==> config.mk <==
export PLATFORM = sky130hd
export DESIGN_NAME = clkln_burst_ctrl
export DESIGN_NICKNAME = d
export VERILOG_FILES = /design/src/rtl/clkln_pkg.sv /design/src/rtl/clkln_interval_timer.sv /design/src/rtl/clkln_trail_monitor.sv /design/src/rtl/clkln_sequencer.sv /design/src/rtl/clkln_burst_ctrl.sv
export SDC_FILE = /design/constraint.sdc
export NUM_CORES = 1
export LEC_CHECK = 0
export BUFFER_PORTS_ARGS = -buffer_cell sky130_fd_sc_hd__buf_4
export CORE_MARGIN = 2
export CORE_UTILIZATION = 25
export DETAILED_ROUTE_END_ITERATION = 8
export SLEW_MARGIN = 15
export SYNTH_ARGS = -nofsm -noshare
export SYNTH_HDL_FRONTEND = slang
export SYNTH_SLANG_ARGS = --single-unit
==> constraint.sdc <==
create_clock -name clk -period 4.1 [get_ports clk]
set_input_delay 0.205 -clock clk [delete_from_list [all_inputs] [get_ports clk]]
set_output_delay 0.205 -clock clk [all_outputs]
set_load 0.01 [all_outputs]
==> src/rtl/clkln_pkg.sv <==
package clkln_pkg;

    typedef enum logic [3:0] {
        ST_IDLE,
        ST_REQ,
        ST_PREP,
        ST_ZERO,
        ST_PRE,
        ST_RUN,
        ST_POST,
        ST_TRAIL,
        ST_EXIT
    } clk_state_e;

    typedef struct packed {
        logic [1:0] lp;
        logic       hs;
        logic       tog;
        logic       grant;
    } lane_drive_t;

    localparam logic [1:0] LINE_LP11 = 2'b11;
    localparam logic [1:0] LINE_LP01 = 2'b01;
    localparam logic [1:0] LINE_LP00 = 2'b00;

    function automatic lane_drive_t drive_of(clk_state_e s);
        lane_drive_t d;
        d = '{lp: LINE_LP00, hs: 1'b0, tog: 1'b0, grant: 1'b0};
        case (s)
            ST_IDLE, ST_EXIT: d.lp = LINE_LP11;
            ST_REQ:           d.lp = LINE_LP01;
            ST_PREP:          d.lp = LINE_LP00;
            ST_ZERO, ST_TRAIL: d.hs = 1'b1;
            ST_PRE, ST_POST: begin
                d.hs  = 1'b1;
                d.tog = 1'b1;
            end
            ST_RUN: begin
                d.hs    = 1'b1;
                d.tog   = 1'b1;
                d.grant = 1'b1;
            end
            default:          d.lp = LINE_LP11;
        endcase
        return d;
    endfunction

endpackage

==> src/rtl/clkln_interval_timer.sv <==
module clkln_interval_timer #(
    parameter int CNT_W = 8
) (
    input  logic             clk,
    input  logic             rst,
    input  logic             restart,
    input  logic [CNT_W-1:0] limit,
    output logic             expired
);

    logic [CNT_W-1:0] cnt;

    // Reaches expiry once cnt+1 covers the limit; a limit of 0 acts as 1.
    assign expired = ({1'b0, cnt} + (CNT_W+1)'(1)) >= {1'b0, limit};

    always_ff @(posedge clk) begin
        if (rst || restart) begin
            cnt <= '0;
        end else if (!expired) begin
            cnt <= cnt + CNT_W'(1);
        end
    end

endmodule

==> src/rtl/clkln_trail_monitor.sv <==
module clkln_trail_monitor #(
    parameter int NUM_LANES = 4,
    parameter int LANE_W    = 3
) (
    input  logic [LANE_W-1:0]    lane_count,
    input  logic [NUM_LANES-1:0] trail_done,
    output logic                 all_done
);

    logic [NUM_LANES-1:0] lane_ok;

    for (genvar i = 0; i < NUM_LANES; i++) begin : g_lane
        // Lanes outside the enabled range never hold back the tail phase.
        assign lane_ok[i] = trail_done[i] || !(lane_count > LANE_W'(i));
    end

    assign all_done = &lane_ok;

endmodule

==> src/rtl/clkln_sequencer.sv <==
module clkln_sequencer
    import clkln_pkg::*;
#(
    parameter int CNT_W = 8
) (
    input  logic             clk,
    input  logic             rst,
    input  logic             burst_req,
    input  logic             all_done,
    input  logic             expired,
    input  logic [CNT_W-1:0] t_lpx,
    input  logic [CNT_W-1:0] t_prepare,
    input  logic [CNT_W-1:0] t_zero,
    input  logic [CNT_W-1:0] t_pre,
    input  logic [CNT_W-1:0] t_post,
    input  logic [CNT_W-1:0] t_trail,
    output logic             restart,
    output logic [CNT_W-1:0] limit,
    output lane_drive_t      drive
);

    clk_state_e state, nxt;

    always_comb begin
        nxt = state;
        unique case (state)
            ST_IDLE:  if (burst_req) nxt = ST_REQ;
            ST_REQ:   if (expired)   nxt = ST_PREP;
            ST_PREP:  if (expired)   nxt = ST_ZERO;
            ST_ZERO:  if (expired)   nxt = ST_PRE;
            ST_PRE:   if (expired)   nxt = ST_RUN;
            ST_RUN:   if (all_done)  nxt = ST_POST;
            ST_POST:  if (expired)   nxt = ST_TRAIL;
            ST_TRAIL: if (expired)   nxt = ST_EXIT;
            ST_EXIT:  if (expired)   nxt = burst_req ? ST_REQ : ST_IDLE;
            default:                 nxt = ST_IDLE;
        endcase
    end

    always_comb begin
        unique case (state)
            ST_PREP:  limit = t_prepare;
            ST_ZERO:  limit = t_zero;
            ST_PRE:   limit = t_pre;
            ST_POST:  limit = t_post;
            ST_TRAIL: limit = t_trail;
            default:  limit = t_lpx;
        endcase
    end

    assign restart = (nxt != state);
    assign drive   = drive_of(state);

    always_ff @(posedge clk) begin
        if (rst) state <= ST_IDLE;
        else     state <= nxt;
    end

    // grant is held while any enabled lane is still busy
    p_run_holds_r5: assert property (@(posedge clk) disable iff (rst)
        (state == ST_RUN && !all_done) |=> (state == ST_RUN));

    // all lanes done moves straight into the tail interval
    p_post_follows_done_r6: assert property (@(posedge clk) disable iff (rst)
        (state == ST_RUN && all_done) |=> (state == ST_POST && !drive.grant));

    // grant only rises once the lead interval has expired
    p_grant_rise_r4: assert property (@(posedge clk) disable iff (rst)
        $rose(drive.grant) |-> ($past(state) == ST_PRE && $past(expired)));

    // no request accepted before the exit interval ends
    p_exit_blocks_req_r7: assert property (@(posedge clk) disable iff (rst)
        (state == ST_EXIT && !expired) |=> (state == ST_EXIT));

    // idle stays idle without a request
    p_idle_waits_r8: assert property (@(posedge clk) disable iff (rst)
        (state == ST_IDLE && !burst_req) |=> (state == ST_IDLE));

endmodule

==> src/rtl/clkln_burst_ctrl.sv <==
module clkln_burst_ctrl
    import clkln_pkg::*;
#(
    parameter int  NUM_LANES = 4,
    parameter int  CNT_W     = 8,
    localparam int LANE_W    = $clog2(NUM_LANES + 1)
) (
    input  logic                 clk,
    input  logic                 rst,
    input  logic                 burst_req,
    input  logic [LANE_W-1:0]    lane_count,
    input  logic [NUM_LANES-1:0] trail_done,
    input  logic [CNT_W-1:0]     t_lpx,
    input  logic [CNT_W-1:0]     t_prepare,
    input  logic [CNT_W-1:0]     t_zero,
    input  logic [CNT_W-1:0]     t_pre,
    input  logic [CNT_W-1:0]     t_post,
    input  logic [CNT_W-1:0]     t_trail,
    output logic [1:0]           lp_state,
    output logic                 hs_drive,
    output logic                 clk_toggle_en,
    output logic                 data_grant
);

    logic             all_done;
    logic             expired;
    logic             restart;
    logic [CNT_W-1:0] limit;
    lane_drive_t      drive;

    clkln_trail_monitor #(
        .NUM_LANES (NUM_LANES),
        .LANE_W    (LANE_W)
    ) i_monitor (
        .lane_count (lane_count),
        .trail_done (trail_done),
        .all_done   (all_done)
    );

    clkln_interval_timer #(
        .CNT_W (CNT_W)
    ) i_timer (
        .clk     (clk),
        .rst     (rst),
        .restart (restart),
        .limit   (limit),
        .expired (expired)
    );

    clkln_sequencer #(
        .CNT_W (CNT_W)
    ) i_seq (
        .clk       (clk),
        .rst       (rst),
        .burst_req (burst_req),
        .all_done  (all_done),
        .expired   (expired),
        .t_lpx     (t_lpx),
        .t_prepare (t_prepare),
        .t_zero    (t_zero),
        .t_pre     (t_pre),
        .t_post    (t_post),
        .t_trail   (t_trail),
        .restart   (restart),
        .limit     (limit),
        .drive     (drive)
    );

    assign lp_state      = drive.lp;
    assign hs_drive      = drive.hs;
    assign clk_toggle_en = drive.tog;
    assign data_grant    = drive.grant;

    // a grant never appears without a running high-speed clock
    p_grant_has_clock_r10: assert property (@(posedge clk) disable iff (rst)
        data_grant |-> (clk_toggle_en && hs_drive));

    // the cycle after reset shows idle LP-11 and nothing driven
    p_reset_idle_r1: assert property (@(posedge clk) disable iff (rst)
        $past(rst) |-> (lp_state == LINE_LP11 && !hs_drive && !clk_toggle_en && !data_grant));

endmodule

==> impl_table.tex <==
\begin{tabular}{lr}
\hline
Metric & Value \\
\hline
\multicolumn{2}{l}{\textbf{Synth}} \\
Number of flops mapped to enable cells by yosys & 0 \\
Adder-cell share of the synthesized area & 7.902\% \\
Cell area after synthesis & between 1000 and 1500 um\^{}2 \\
Number of library cell types mapped by synthesis & slightly above 40 \\
Dominant synthesized flop cell & dfxtp\_1 \\
Total of flip-flops plus latches after synthesis & 12 \\
Sequential element share of the synthesized area & approximately 17\% \\
Post-synthesis compound-gate area fraction & 26.25\% \\
Net count after synthesis & roughly 250 \\
Fraction of synthesis flops using an asynchronous set or reset pin & 0\% \\
Xor/xnor cell area share of the yosys netlist & under 10\% \\
Yosys warnings & 0 \\
Multiplexer share of the synthesized area & under 10\% \\
Mean Syn Cell Area & between 7 and 8 um\^{}2 \\
Simple-Gate Fraction of Synth Area & between 20\% and 30\% \\
Cell count after synthesis & between 150 and 200 \\
Largest family of logic cells by synthesized area & simple AND/OR/NAND/NOR gates \\
\multicolumn{2}{l}{\textbf{STA}} \\
Clock skew after layout & around 0.0027 ns \\
Setup repair after global routing missed its margin & no \\
Pins Over Slew Limit & 0 \\
Worst Max-Slew Pin Slew & 0.5751 ns \\
Portion of the clock cycle consumed by the worst path in the final layout & between 70\% and 80\% \\
Top achievable clock speed & around 310 MHz \\
Total negative setup slack & 0 ns \\
Max transition margin & between 60\% and 70\% \\
Count of final hold-check violations & 0 \\
Number of failing setup endpoints in the final timing report & 0 \\
Time the final worst path needs with I/O delays and setup & 3.274 ns \\
\multicolumn{2}{l}{\textbf{Cells and area}} \\
Area Growth Syn to Fin & 41.26\% \\
Share of final-layout standard cells stronger than drive strength 1 & 35.37\% \\
Nets & about 310 \\
Final core area utilization & 36.56\% \\
Final antenna diode count & 0 \\
\multicolumn{2}{l}{\textbf{Setup path}} \\
Worst EP required & 4.25 ns \\
Type of the worst setup path & register to register \\
Worst R2R Setup Slack & 0.83 ns \\
Critical Path, Cell by Cell & nand2b\_1 > nor3\_1 > buf\_4 > a21oi\_1 > o211ai\_1 > o21ai\_0 > ha\_1 > and3\_4 > a221oi\_2 > o21ai\_2 > nor3\_1 > a211oi\_4 > nor4\_1 \\
CP Max Fanout & 13 \\
Standard cell with the maximum stage delay on the critical path & dfxtp\_1 \\
Number of cell instances on the worst register-to-register path & 13 \\
Worst Setup End Kind & register \\
Critical Path Max Stage Delay & 0.60 ns \\
CP most frequent cell & nor3\_1 \\
Startpoint Class & register \\
Arrival time of the worst setup path & 3.42 ns \\
Terminus of the critical flop-to-flop path & i\_timer.cnt[0] \\
Origin of the critical flop-to-flop path & i\_seq.state[3] \\
\multicolumn{2}{l}{\textbf{Clock network}} \\
Htree depth & 1 \\
Clock-pin slew of the registers on the worst-case setup and hold paths & 0.05 ns \\
Post-CTS Setup Bufs & 0 \\
Buffer depth of the longest clock path & 2 \\
TritonCTS clock tree & yes \\
Root Driver & clkbuf\_8 \\
Inserted Clock Buffers & 3 \\
Clock Sinks & 12 \\
Post-CTS resize count & 0 \\
Clk\_lat worst skew & between 0.2 and 0.25 ns \\
Hold-fix buffers, CTS & 0 \\
\multicolumn{2}{l}{\textbf{Worst hold path}} \\
Hold Path Cell Cnt & 2 \\
Destination of the worst hold path & i\_seq.state[0] \\
Hold\_sp & rst \\
Classification of the worst-slack hold path & input port to register \\
\multicolumn{2}{l}{\textbf{GRT}} \\
Total global-route track usage & 12.05\% \\
Overall overflow remaining after global route & 0 \\
Number of global-route vias before repair & approximately 1300 \\
Global-route wire length before repair & 6106 um \\
Number of antenna violations at the first check in global routing & 0 \\
Maximum number of pins on one net before global-route repair & 18 \\
\multicolumn{2}{l}{\textbf{Placed design}} \\
Final GP Congestion & a little over 0.7 \\
HPWL reported at the end of detailed placement & between 3000 and 4000 um \\
\# port buffers & 62 \\
\multicolumn{2}{l}{\textbf{Power}} \\
Leak pwr & 0.8392 nW \\
Power per Cell Area & between 150 and 200 nW/um\^{}2 \\
Peak supply drop & between 100 and 150 uV \\
\multicolumn{2}{l}{\textbf{Die}} \\
Starting density of the core & between 20\% and 30\% \\
Number of placed I/O pins & 63 \\
Chip Width & approximately 80 um \\
Core footprint & $\sim$5500 um\^{}2 \\
Die footprint & between 6000 and 7000 um\^{}2 \\
Vertical extent of the die & 79.50 um \\
Row count & 27 \\
\multicolumn{2}{l}{\textbf{Route}} \\
Antenna-violating nets left & 0 \\
Wirelength per Cell & around 13 um \\
Iteration count of the initial detailed-routing pass & 4 \\
Post-detailed-routing wire length & just over 4000 um \\
DRC Markers & 0 \\
Vias after detailed routing & approximately 1500 \\
Starting DRT DRC Count & 24 \\
Vias per std cell & between 4 and 5 \\
\multicolumn{2}{l}{\textbf{Job}} \\
Reported max-cap violation count & 0 \\
\multicolumn{2}{l}{\textbf{Run status}} \\
Outcome & finished, final reports clean \\
\hline
\end{tabular}
-- Yosys cell counts (3+ instances only) --
| cell | count | area, um^2 |
|---|---|---|
| ha_1 | 9 | 112.6 |
| nor2b_1 | 8 | 50.05 |
| o211ai_1 | 8 | 60.06 |
| xnor2_1 | 12 | 105.1 |
| dfxtp_1 | 12 | 240.2 |
| a21oi_1 | 23 | 115.1 |
| or2_1 | 3 | 18.77 |
| nor4_1 | 7 | 43.79 |
| nand2_1 | 3 | 11.26 |
| nor2_1 | 16 | 60.06 |
| mux2i_1 | 10 | 100.1 |
| o21ai_0 | 10 | 50.05 |
| inv_1 | 5 | 18.77 |
| or2_2 | 3 | 18.77 |
| buf_2 | 3 | 15.01 |
| clkbuf_1 | 5 | 18.77 |
| nor3_1 | 6 | 30.03 |
| nand3_1 | 8 | 40.04 |
-- critical path: cells and delay by family (launching register included) --
family	cells	cell delay, ns
simple gates	5	1.12
fa+ha+maj	1	0.29
compound gates	6	0.97
buf+inv	1	0.17
flops	1	0.60
-- power breakdown --
| part | total (W) | leakage (nW) | internal (W) | switching [W] |
|---|---|---|---|---|
| registers | 0.000125 | 0.0974 | 0.000120 | 0.00000433 |
| logic | 0.000101 | 0.713 | 0.0000604 | 0.0000407 |
| clock network | 0.000129 | 0.0288 | 0.0000848 | 0.0000439 |
| total | 0.000355 | 0.839 | 0.000266 | 0.0000889 |
-- per-stage QoR --
stage	std cells	setup slack, ns	hold WS (ns)	total power, W	cell area [um^2]
after floorplan	186	1.238	0.3223	0.0001745	1425
after global placement	314	0.8426	0.4749	0.0002275	1958
after detailed placement	314	0.8131	0.4739	0.0002284	1958
after CTS	318	0.7928	0.2116	0.0003614	2013
after global routing	318	0.4622	0.2327	0.0003772	2013
final	318	0.8256	0.2179	0.0003546	2013
-- final cells by class --
| type | instances | area (um^2) |
|---|---|---|
| tap | 72 | 90.09 |
| multi-input combinational | 157 | 1102 |
| inverter | 6 | 22.52 |
| sequential | 12 | 240.2 |
| timing repair buffer | 67 | 503.0 |
| fill | 578 | 3493 |
| clock buffer | 4 | 55.05 |
-- metal layers --
layer | vias up | routed length (um) | GRT usage, %
met5 | - | 0 | 0
met4 | 0 | 54 | 4.655
met3 | 4 | 307 | 2.036
met2 | 45 | 1690 | 17.23
met1 | 653 | 1984 | 17.74
li1 | 800 | - | -
-- worst max path at each step --
stage / start / to / slack (ns)
finish: i_seq.state[3] / i_timer.cnt[0] / 0.83
global route: i_seq.state[2] / i_timer.cnt[1] / 0.46
CTS: i_seq.state[2] / i_timer.cnt[0] / 0.79
detailed placement: i_seq.state[2] / i_timer.cnt[0] / 0.81
global placement: i_seq.state[2] / i_timer.cnt[5] / 0.84
floorplan: i_seq.state[2] / i_timer.cnt[0] / 1.24
-- sequential cells by signal (all words and copies together) (netlist names) --
register / count
i_timer.cnt: 8
i_seq.state: 4
-- placed cells by master, fill, tap and decap left out, types with 3 or more instances in the layout --
cell type and instances:
xnor2_1 12, nor3_1 6, mux2i_1 10, dfxtp_1 12, ha_1 9, nand2_1 3
nor2_1 16, or2_2 3, inv_1 5, clkbuf_8 4, or2_1 3, a21oi_1 23
nor2b_1 8, nand3_1 8, nor4_1 7, buf_4 67, o211ai_1 8, o21ai_0 10
-- cells by family (layout without fill, tap and decap cells) --
logic type | count (synthesis) | count (layout)
simple gates | 69 | 69
compound gates | 55 | 55
buf+inv | 17 | 77
xor+xnor | 14 | 14
flops | 12 | 12
mux | 10 | 10
fa+ha+maj | 9 | 9
Power figures use the tool's default switching activity.
